**src/rtl/ucode_pkg.sv**
```systemverilog
package ucode_pkg;

   typedef enum logic [2:0] {ALU_NONE, ALU_ADD, ALU_SUB, ALU_FUNC, ALU_OR} alu_f_t;
   typedef enum logic [1:0] {S1_NONE, S1_PC, S1_RS} src1_f_t;
   typedef enum logic [2:0] {S2_NONE, S2_FOUR, S2_RT, S2_IMM_SH, S2_IMM_S, S2_IMM_Z} src2_f_t;
   typedef enum logic [1:0] {DST_NONE, DST_RD_ALU, DST_RT_ALU, DST_RT_MEM} dst_f_t;
   typedef enum logic [1:0] {MEM_NONE, MEM_RD_PC, MEM_RD_ALU, MEM_WR_ALU} mem_f_t;
   typedef enum logic [0:0] {MR_NONE, MR_IR} mreg_f_t;
   typedef enum logic [1:0] {PCW_NONE, PCW_ALU, PCW_COND_OUT} pcw_f_t;
   typedef enum logic [1:0] {SQ_NEXT, SQ_FETCH, SQ_DISPATCH} seq_f_t;

   typedef struct packed {
      alu_f_t  alu;
      src1_f_t src1;
      src2_f_t src2;
      dst_f_t  dst;
      mem_f_t  mem;
      mreg_f_t mreg;
      pcw_f_t  pcw;
      seq_f_t  seq;
   } uword_t;

   typedef struct packed {
      logic [1:0] alu_op;
      logic       alu_sel_a;
      logic [1:0] alu_sel_b;
      logic       ext_signed;
      logic       mem_rd;
      logic       mem_wr;
      logic       iord;
      logic       ir_wr;
      logic       reg_wr;
      logic       reg_dst;
      logic       mem_to_reg;
      logic       pc_wr;
      logic       pc_wr_cond;
      logic       pc_src;
   } ctrl_t;

   // entry micro-addresses of the instruction classes
   localparam int unsigned UA_FETCH  = 0;
   localparam int unsigned UA_DECODE = 1;
   localparam int unsigned UA_LOAD   = 2;
   localparam int unsigned UA_STORE  = 5;
   localparam int unsigned UA_RR     = 7;
   localparam int unsigned UA_BEQ    = 9;
   localparam int unsigned UA_ORI    = 10;
   localparam int unsigned UA_LAST   = 11;
   localparam int unsigned NCLS      = 5;

   function automatic uword_t mk_uword(alu_f_t a, src1_f_t s1, src2_f_t s2, dst_f_t d,
                                       mem_f_t m, mreg_f_t r, pcw_f_t p, seq_f_t q);
      uword_t w;
      w.alu  = a;
      w.src1 = s1;
      w.src2 = s2;
      w.dst  = d;
      w.mem  = m;
      w.mreg = r;
      w.pcw  = p;
      w.seq  = q;
      return w;
   endfunction

endpackage

```
**src/rtl/ucode_rom.sv**
```systemverilog
module ucode_rom
   import ucode_pkg::*;
#(
   parameter int unsigned UPC_W = 4
) (
   input  logic [UPC_W-1:0] addr,
   output uword_t           word
);

   always_comb begin
      case (int'(addr))
         0:  word = mk_uword(ALU_ADD,  S1_PC,   S2_FOUR,   DST_NONE,   MEM_RD_PC,  MR_IR,   PCW_ALU,      SQ_NEXT);
         1:  word = mk_uword(ALU_ADD,  S1_PC,   S2_IMM_SH, DST_NONE,   MEM_NONE,   MR_NONE, PCW_NONE,     SQ_DISPATCH);
         2:  word = mk_uword(ALU_ADD,  S1_RS,   S2_IMM_S,  DST_NONE,   MEM_NONE,   MR_NONE, PCW_NONE,     SQ_NEXT);
         3:  word = mk_uword(ALU_NONE, S1_NONE, S2_NONE,   DST_NONE,   MEM_RD_ALU, MR_NONE, PCW_NONE,     SQ_NEXT);
         4:  word = mk_uword(ALU_NONE, S1_NONE, S2_NONE,   DST_RT_MEM, MEM_NONE,   MR_NONE, PCW_NONE,     SQ_FETCH);
         5:  word = mk_uword(ALU_ADD,  S1_RS,   S2_IMM_S,  DST_NONE,   MEM_NONE,   MR_NONE, PCW_NONE,     SQ_NEXT);
         6:  word = mk_uword(ALU_NONE, S1_NONE, S2_NONE,   DST_NONE,   MEM_WR_ALU, MR_NONE, PCW_NONE,     SQ_FETCH);
         7:  word = mk_uword(ALU_FUNC, S1_RS,   S2_RT,     DST_NONE,   MEM_NONE,   MR_NONE, PCW_NONE,     SQ_NEXT);
         8:  word = mk_uword(ALU_NONE, S1_NONE, S2_NONE,   DST_RD_ALU, MEM_NONE,   MR_NONE, PCW_NONE,     SQ_FETCH);
         9:  word = mk_uword(ALU_SUB,  S1_RS,   S2_RT,     DST_NONE,   MEM_NONE,   MR_NONE, PCW_COND_OUT, SQ_FETCH);
         10: word = mk_uword(ALU_OR,   S1_RS,   S2_IMM_Z,  DST_NONE,   MEM_NONE,   MR_NONE, PCW_NONE,     SQ_NEXT);
         11: word = mk_uword(ALU_NONE, S1_NONE, S2_NONE,   DST_RT_ALU, MEM_NONE,   MR_NONE, PCW_NONE,     SQ_FETCH);
         default: word = mk_uword(ALU_NONE, S1_NONE, S2_NONE, DST_NONE, MEM_NONE, MR_NONE, PCW_NONE, SQ_FETCH);
      endcase
   end

endmodule

```
**src/rtl/ucode_dispatch.sv**
```systemverilog
module ucode_dispatch
   import ucode_pkg::*;
#(
   parameter int unsigned      OPW     = 6,
   parameter int unsigned      UPC_W   = 4,
   parameter logic [OPW-1:0]   OP_RR   = 6'h00,
   parameter logic [OPW-1:0]   OP_LOAD = 6'h23,
   parameter logic [OPW-1:0]   OP_STOR = 6'h2b,
   parameter logic [OPW-1:0]   OP_BEQ  = 6'h04,
   parameter logic [OPW-1:0]   OP_ORI  = 6'h0d
) (
   input  logic [OPW-1:0]   opcode,
   output logic [UPC_W-1:0] target
);

   localparam logic [NCLS*OPW-1:0] OPS = {OP_ORI, OP_BEQ, OP_STOR, OP_LOAD, OP_RR};
   localparam logic [NCLS*UPC_W-1:0] TGT = {
      UPC_W'(UA_ORI), UPC_W'(UA_BEQ), UPC_W'(UA_STORE), UPC_W'(UA_LOAD), UPC_W'(UA_RR)};

   logic [NCLS-1:0] hit;

   for (genvar i = 0; i < NCLS; i++) begin : g_cls
      assign hit[i] = (opcode == OPS[i*OPW +: OPW]);
      for (genvar j = i + 1; j < NCLS; j++) begin : g_uniq
         if (OPS[i*OPW +: OPW] == OPS[j*OPW +: OPW]) begin : g_dup
            $error("ucode_dispatch: two classes share one opcode");
         end
      end
   end

   // classes are distinct, so at most one hit; no match leaves fetch (0)
   always_comb begin
      target = '0;
      for (int i = 0; i < NCLS; i++) begin
         if (hit[i]) target = target | TGT[i*UPC_W +: UPC_W];
      end
   end

endmodule

```
**src/rtl/ucode_seq.sv**
```systemverilog
module ucode_seq
   import ucode_pkg::*;
#(
   parameter int unsigned UPC_W = 4
) (
   input  logic             clk,
   input  logic             rst_n,
   input  seq_f_t           seq,
   input  logic [UPC_W-1:0] dsp_target,
   output logic [UPC_W-1:0] upc
);

   logic [UPC_W-1:0] upc_nxt;

   always_comb begin
      case (seq)
         SQ_NEXT:     upc_nxt = upc + UPC_W'(1);
         SQ_DISPATCH: upc_nxt = dsp_target;
         default:     upc_nxt = UPC_W'(UA_FETCH);
      endcase
   end

   always_ff @(posedge clk or negedge rst_n) begin
      if (!rst_n) upc <= UPC_W'(UA_FETCH);
      else        upc <= upc_nxt;
   end

endmodule

```
**src/rtl/ucode_decode.sv**
```systemverilog
module ucode_decode
   import ucode_pkg::*;
(
   input  uword_t word,
   output ctrl_t  ctrl
);

   always_comb begin
      ctrl = '0;
      case (word.alu)
         ALU_SUB:  ctrl.alu_op = 2'b01;
         ALU_FUNC: ctrl.alu_op = 2'b10;
         ALU_OR:   ctrl.alu_op = 2'b11;
         default:  ctrl.alu_op = 2'b00;
      endcase
      ctrl.alu_sel_a = (word.src1 == S1_RS);
      case (word.src2)
         S2_RT:     ctrl.alu_sel_b = 2'b01;
         S2_IMM_SH: begin ctrl.alu_sel_b = 2'b10; ctrl.ext_signed = 1'b1; end
         S2_IMM_S:  begin ctrl.alu_sel_b = 2'b11; ctrl.ext_signed = 1'b1; end
         S2_IMM_Z:  ctrl.alu_sel_b = 2'b11;
         default:   ctrl.alu_sel_b = 2'b00;
      endcase
      case (word.dst)
         DST_RD_ALU: begin ctrl.reg_wr = 1'b1; ctrl.reg_dst = 1'b1; end
         DST_RT_ALU: ctrl.reg_wr = 1'b1;
         DST_RT_MEM: begin ctrl.reg_wr = 1'b1; ctrl.mem_to_reg = 1'b1; end
         default: ;
      endcase
      case (word.mem)
         MEM_RD_PC:  ctrl.mem_rd = 1'b1;
         MEM_RD_ALU: begin ctrl.mem_rd = 1'b1; ctrl.iord = 1'b1; end
         MEM_WR_ALU: begin ctrl.mem_wr = 1'b1; ctrl.iord = 1'b1; end
         default: ;
      endcase
      ctrl.ir_wr = (word.mreg == MR_IR);
      case (word.pcw)
         PCW_ALU:      ctrl.pc_wr = 1'b1;
         PCW_COND_OUT: begin ctrl.pc_wr_cond = 1'b1; ctrl.pc_src = 1'b1; end
         default: ;
      endcase
   end

endmodule

```
**src/rtl/ucode_ctrl.sv**
```systemverilog
module ucode_ctrl
   import ucode_pkg::*;
#(
   parameter int unsigned    OPW     = 6,
   parameter int unsigned    UPC_W   = 4,
   parameter logic [OPW-1:0] OP_RR   = 6'h00,
   parameter logic [OPW-1:0] OP_LOAD = 6'h23,
   parameter logic [OPW-1:0] OP_STOR = 6'h2b,
   parameter logic [OPW-1:0] OP_BEQ  = 6'h04,
   parameter logic [OPW-1:0] OP_ORI  = 6'h0d
) (
   input  logic             clk,
   input  logic             rst_n,
   input  logic [OPW-1:0]   opcode,
   input  logic             alu_zero,
   output logic [UPC_W-1:0] upc,
   output logic [1:0]       alu_op,
   output logic             alu_sel_a,
   output logic [1:0]       alu_sel_b,
   output logic             ext_signed,
   output logic             mem_rd,
   output logic             mem_wr,
   output logic             iord,
   output logic             ir_wr,
   output logic             reg_wr,
   output logic             reg_dst,
   output logic             mem_to_reg,
   output logic             pc_wr,
   output logic             pc_wr_cond,
   output logic             pc_src,
   output logic             pc_load
);

   localparam int unsigned USED = UA_LAST + 1;

   if ((1 << UPC_W) < USED) begin : g_bad_upc
      $error("ucode_ctrl: UPC_W too narrow for the microprogram");
   end
   if (OPW < 1) begin : g_bad_opw
      $error("ucode_ctrl: OPW must be positive");
   end

   uword_t           word;
   ctrl_t            ctrl;
   logic [UPC_W-1:0] dsp_target;

   ucode_seq #(.UPC_W(UPC_W)) u_seq (
      .clk        (clk),
      .rst_n      (rst_n),
      .seq        (word.seq),
      .dsp_target (dsp_target),
      .upc        (upc)
   );

   ucode_rom #(.UPC_W(UPC_W)) u_rom (
      .addr (upc),
      .word (word)
   );

   ucode_dispatch #(
      .OPW(OPW), .UPC_W(UPC_W), .OP_RR(OP_RR), .OP_LOAD(OP_LOAD),
      .OP_STOR(OP_STOR), .OP_BEQ(OP_BEQ), .OP_ORI(OP_ORI)
   ) u_dsp (
      .opcode (opcode),
      .target (dsp_target)
   );

   ucode_decode u_dec (
      .word (word),
      .ctrl (ctrl)
   );

   assign alu_op     = ctrl.alu_op;
   assign alu_sel_a  = ctrl.alu_sel_a;
   assign alu_sel_b  = ctrl.alu_sel_b;
   assign ext_signed = ctrl.ext_signed;
   assign mem_rd     = ctrl.mem_rd;
   assign mem_wr     = ctrl.mem_wr;
   assign iord       = ctrl.iord;
   assign ir_wr      = ctrl.ir_wr;
   assign reg_wr     = ctrl.reg_wr;
   assign reg_dst    = ctrl.reg_dst;
   assign mem_to_reg = ctrl.mem_to_reg;
   assign pc_wr      = ctrl.pc_wr;
   assign pc_wr_cond = ctrl.pc_wr_cond;
   assign pc_src     = ctrl.pc_src;
   assign pc_load    = ctrl.pc_wr | (ctrl.pc_wr_cond & alu_zero);

endmodule

```
**config.mk**
```make
export PLATFORM = sky130hd
export DESIGN_NAME = ucode_ctrl
export DESIGN_NICKNAME = d
export VERILOG_FILES = /design/src/rtl/ucode_pkg.sv /design/src/rtl/ucode_rom.sv /design/src/rtl/ucode_dispatch.sv /design/src/rtl/ucode_seq.sv /design/src/rtl/ucode_decode.sv /design/src/rtl/ucode_ctrl.sv
export SDC_FILE = /design/constraint.sdc
export NUM_CORES = 1
export LEC_CHECK = 0
export BUFFER_PORTS_ARGS = -buffer_cell sky130_fd_sc_hd__clkbuf_2
export CORE_MARGIN = 1.5
export CORE_UTILIZATION = 52
export DETAILED_ROUTE_END_ITERATION = 8
export PLACE_DENSITY = 0.87
export SLEW_MARGIN = 5
export SYNTH_ARGS = -nofsm -noshare
export SYNTH_HDL_FRONTEND = slang
export SYNTH_HIERARCHICAL = 1
export SYNTH_SLANG_ARGS = --single-unit
```
**constraint.sdc**
```tcl
create_clock -name clk -period 4.78 [get_ports clk]
set_input_delay 0 -clock clk [delete_from_list [all_inputs] [get_ports clk]]
set_output_delay 0 -clock clk [all_outputs]
set_load 0.005 [all_outputs]
```
==> out/results.txt, run 1 <==
r2r endpoint -> u_seq/upc[3]
sequential area share after synthesis -> 12.6%
Placer Congestion -> 0.832
Max-cap violations -> 0
row count -> 13
area grow syn2layout -> 19.2%
busiest grt layer -> met2
Antenna diodes -> 0
most frequent cells in the layout -> clkbuf_2 (29), nor2b_1 (10), ha_1 (10)
commonest non-fill, non-tap cell in the layout -> clkbuf_2
final hold violation count -> 0
final std cell area, no fill -> 946 sq um
shortest period the worst path allows -> 2.14 ns
Worst setup SP type -> flop
CP required -> 4.78 ns
DRC -> 0
cts bufs inserted -> 3
worst r2r src -> u_seq/upc[1]
Top reg by flops -> u_seq/upc
Slew HR -> 53.7%
synthesized area per cell -> 7.93 sq um
GRT met1 Usage -> 25.8%
synth unique cells -> 36
largest net degree at the start of global routing -> 21
Hold WC Path Type -> input port to async pin
maximum clock rate -> 468 MHz
Buffers on Ports -> 29
critical path endpoint category -> output port
Yosys reg bits -> 4
GRT met3 Usage -> 5.17%
initial antenna violation count -> 0
final WL -> 1700 um
vias post-DR -> 781
R2R depth -> 5
die area -> 0.00177 sq mm
final core utilization -> 69.2%
Worst EP arrival -> 2.14 ns
drt first pass iters -> 4
Final WS setup -> 2.64 ns
CTS Sinks -> 4
CTS max path bufs -> 2
GRT Util Overall -> 21.1%
chip width -> 42.1 um
vias in the first global route -> 696
final hold slack -> 0.130 ns
Placement Setup Slack -> 2.74 ns
PostCTS Resize Cnt -> 0
nets@finish -> 148
Setup TNS Final -> 0 ns
R2R setup slack -> 2.69 ns
first-pass GRT wire length -> 2950 um
RSZ-0062 raised after global routing -> false
FILL cells -> 123
share of post-route cells with drive strength above 1 -> 30.7%
Max FO, Critical Path -> 12
outcome -> completed
TritonCTS clock tree -> yes
initial drt markers -> 13
WS Path Type -> flop to output port
CTS clk-pin slew, worst paths -> 0.04 ns
cell count after synthesis -> 100
Finished Layout Cells -> 142
post-DP HPWL -> 1320 um
antenna viol nets, final -> 0
Initial Util -> 58.1%
Root Driver -> clkbuf_4
period utilization -> 44.7%
Routed WL per cell -> 12.0 um
number of synthesis warnings -> 6
clock latency on the worst-skew pair -> 0.24 ns
syn nets -> 119
IO Pins -> 30
H-tree depth -> 1
Largest register FFs -> 4
Core Box Area -> 0.00137 sq mm
clock skew -> 0.00151 ns
Slew Limit Fails -> 0
Worst IR Drop VDD -> 0.347 mV
power after layout -> 0.555 mW
grt ovf -> 0
grt met2 use -> 36.6%
Synth Cell Area -> 793 sq um
Top Registers -> u_seq/upc x4
Leak Pwr -> 0.494 nW
Pwr Density -> 587 mW/mm^2
Die Y -> 42.1 um
Final setup viols -> 0
Vias/cell -> 5.50
Placed Cells -> 138
Tightest Pin Transition -> 0.693 ns
placed inst area -> 913 sq um
## synthesized netlist by cell type
master     count  area, sq um
buf_4          3         22.5
and2_1         3         18.8
nor3_2         1         10.0
or2_2          3         18.8
nor2_1         3         11.3
nand3_1        1         5.00
inv_1          7         26.3
nor4b_1        1         8.76
a311oi_1       1         8.76
and3_1         3         18.8
dfrtp_1        4          100
o21ai_1        2         10.0
nor4_2         1         12.5
a21o_1         1         7.51
nand3b_1       1         7.51
a31oi_1        1         6.26
a22o_1         3         26.3
a2111oi_2      1         15.0
o2bb2ai_1      3         26.3
xnor2_1        1         8.76
buf_2          1         5.00
clkbuf_2       1         5.00
o21a_1         1         7.51
o21ai_2        1         8.76
ha_1          10          125
buf_6          1         11.3
nor3b_1        2         15.0
nor2b_1       10         62.6
a211oi_1       2         15.0
nor3_1         2         10.0
a21oi_1        7         35.0
mux2i_1        5         50.1
xor2_1         1         8.76
nand2b_1       7         43.8
nand2_1        4         15.0
or2_1          1         6.26
## critical path, stage by stage (launching register included)
cell and delay, ns:
dfrtp_1 0.50, inv_1 0.19, ha_1 0.26, nand2_1 0.10
a21oi_1 0.21, inv_1 0.07, ha_1 0.18, or2_2 0.28
clkbuf_2 0.11
## routing by layer
metal	part of all wire [%]	vias to the layer above
met5	0	-
met4	0.53	0
met3	4.5	3
met2	49	25
met1	46	349
li1	-	404
## cell type report
type | count | area [sq um] | area share (%)
Clock buffer | 3 | 22.5 | 2.38
Inverter | 7 | 26.3 | 2.78
Multi-Input combinational cell | 83 | 623 | 65.9
Sequential cell | 4 | 100 | 10.6
Tap cell | 15 | 18.8 | 1.98
Timing Repair Buffer | 30 | 155 | 16.4
## worst max-delay path by stage
stage	slack [ns]	end	start
2_1_floorplan	2.96	u_seq/upc[3]	u_seq/upc[1]
6_report	2.64	iord	u_seq/upc[0]
3_3_place_gp	2.87	u_seq/upc[3]	u_seq/upc[1]
5_1_grt	2.46	iord	u_seq/upc[0]
4_1_cts	2.64	iord	u_seq/upc[0]
3_5_place_dp	2.74	u_seq/upc[3]	u_seq/upc[1]
## kinds of logic after synthesis
| logic type | Yosys count | synth area share, % |
|---|---|---|
| AND/OR/NAND/NOR | 43 | 33.3 |
| XOR/XNOR | 2 | 2.21 |
| adder cells (fa/ha/maj) | 10 | 15.8 |
| AO/OA/AOI/OAI | 23 | 21.0 |
| flip-flops | 4 | 12.6 |
| multiplexers | 5 | 6.31 |
| buffers and inverters | 13 | 8.83 |
## repair_timing
| action | in CTS | in global routing |
|---|---|---|
| setup endpoints to repair | 0 | 0 |
| hold endpoints to repair | 4 | 0 |
| hold buffers | 1 | 0 |
| setup buffers | 0 | 0 |
## where the power goes
| group | leakage, nW | internal [mW] | switching [mW] |
|---|---|---|---|
| clock | 0.0138 | 0.0281 | 0.0147 |
| combinational | 0.429 | 0.206 | 0.204 |
| sequential | 0.0510 | 0.0487 | 0.0538 |
(Power assumes the default switching activity.)
==> run 2: changes to the inputs <==
- CORE_UTILIZATION: 52 -> 44
- PLACE_DENSITY: 0.87 -> 0.79
- clock period: 4.78 -> 1.8 ns (I/O delays scaled with it)
==> run 2 against run 1 <==
  * Count of clock-buffer cells in the layout is the same
  * Worst hold slack lost 0.014 ns
  * Highest routed layer is now met3
  * Sequential share of layout area shrank 1.7 points
  * Clock power grew to 2.5 times the previous value
  * Clock skew grew 0.0036 ns
==> out/results.txt, run 2 (same netlist as run 1, synthesis figures left out) <==
outcome -> completed
antenna viol nets, final -> 0
CP Buf/Inv Count -> 3
Placer Congestion -> 0.776
CP Cell Sequence -> inv_4 > ha_4 > nand2_2 > a21oi_4 > inv_2 > ha_1 > or2_4 > clkbuf_2
Crit-path slowest cell -> dfrtp_2
Routed WL per cell -> 12.8 um
final WL -> 2140 um
CTS clk-pin slew, worst paths -> 0.04 ns
CP max stage delay -> 0.43 ns
WS Path Type -> flop to output port
TritonCTS clock tree -> yes
Final setup viols -> 0
CP delay by family, top -> flip-flops
cts bufs inserted -> 3
clock latency on the worst-skew pair -> 0.23 ns
Met1 Wirelength -> 943 um
CTS Sinks -> 4
Placed Cells -> 156
shortest period the worst path allows -> 1.73 ns
vias in the first global route -> 783
first-pass GRT wire length -> 3250 um
Hold WC Path Type -> input port to async pin
Setup TNS Final -> 0 ns
CP required -> 1.80 ns
Max FO, Critical Path -> 3
area of the multi-input gates -> 723 sq um
Leak Pwr -> 0.582 nW
nets@finish -> 163
Slew Limit Fails -> 0
commonest non-fill, non-tap cell in the layout -> clkbuf_2
drt first pass iters -> 4
Root Driver -> clkbuf_4
most frequent cells in the layout -> clkbuf_2 (27), buf_4 (14), nor2b_1 (10)
row count -> 15
Vias/cell -> 5.21
Buffers on Ports -> 29
RSZ-0062 raised after global routing -> true
Max-cap violations -> 0
grt ovf -> 0
Top reg by flops -> u_seq/upc
Antenna diodes -> 0
placed inst area -> 991 sq um
Worst IR Drop VDD -> 0.805 mV
Largest register FFs -> 4
Pwr Density -> 1680 mW/mm^2
share of post-route cells with drive strength above 1 -> 52.8%
Die Y -> 45.5 um
initial antenna violation count -> 0
CTS max path bufs -> 2
top layer in use -> met3
DR WL met2 -> 1130 um
vias post-DR -> 870
critical path endpoint category -> output port
DR WL met3 -> 65 um
final std cell area, no fill -> 0.00118 sq mm
Top Registers -> u_seq/upc x4
period utilization -> 96.0%
maximum clock rate -> 579 MHz
final hold slack -> 0.116 ns
GRT Util Overall -> 21.5%
Core Box Area -> 0.00171 sq mm
clock skew -> 0.00508 ns
total area of sequential cells -> 105 sq um
Worst EP arrival -> 1.73 ns
chip width -> 45.5 um
DRC -> 0
H-tree depth -> 1
Tightest Pin Transition -> 0.333 ns
Finished Layout Cells -> 167
IO Pins -> 30
FILL cells -> 140
Initial Util -> 46.4%
area grow syn2layout -> 49.4%
largest net degree at the start of global routing -> 16
Slew HR -> 77.5%
die area -> 0.00207 sq mm
post-DP HPWL -> 1550 um
final hold violation count -> 0
initial drt markers -> 12
power after layout -> 1.99 mW
Worst setup SP type -> flop
[run 2: worst paths after layout]
check / to / slack, ns / start / cells after the start
worst max register to register: u_seq/upc[3] / 0.16 / u_seq/upc[1] / 5
worst max-delay path: iord / 0.07 / u_seq/upc[0] / 8
min in group clk: u_seq/upc[0] / 0.16 / opcode[4] / 4
worst min-delay path: u_seq/upc[2] / 0.12 / rst_n / 2
worst min register to register: u_seq/upc[0] / 0.68 / u_seq/upc[3] / 3
max in group asynchronous: u_seq/upc[3] / 1.55 / rst_n / 2
[run 2: what timing repair did]
action | in CTS | in global routing
endpoints found under the setup margin | 7 | 8
pin swaps | 0 | 5
hold endpoints to repair | 4 | 0
gates resized for setup | 10 | 20
hold buffers | 1 | 0
setup buffers | 2 | 5
[run 2: routing by layer]
| metal | track usage (%) | up-vias |
|---|---|---|
| li1 | - | 433 |
| met1 | 22.3 | 412 |
| met2 | 43.9 | 25 |
| met3 | 2.38 | 0 |
| met4 | 5.29 | 0 |
| met5 | 0 | - |
[run 2: cell type report]
class / instances / area share (%)
Multi-Input combinational cell: 83 / 61.0
Timing Repair Buffer: 45 / 22.9
Sequential cell: 4 / 8.87
Inverter: 7 / 2.64
Tap cell: 25 / 2.64
Clock buffer: 3 / 1.90
[run 2: stage by stage]
| stage | utilization [%] | setup slack [ns] |
|---|---|---|
| final | 69.4 | 0.0723 |
| after global routing | 69.4 | 0.000149 |
| after CTS | 62.3 | -0.0241 |
| after detailed placement | 58.0 | 0.0124 |
| after global placement | 58.0 | 0.129 |
| after floorplan | - | 0.178 |
[run 2: report_power, final]
part | total [mW] | internal (mW) | switching [mW]
Combinational | 1.66 | 0.865 | 0.795
Sequential | 0.221 | 0.139 | 0.0823
Clock | 0.108 | 0.0744 | 0.0334
Total | 1.99 | 1.08 | 0.911
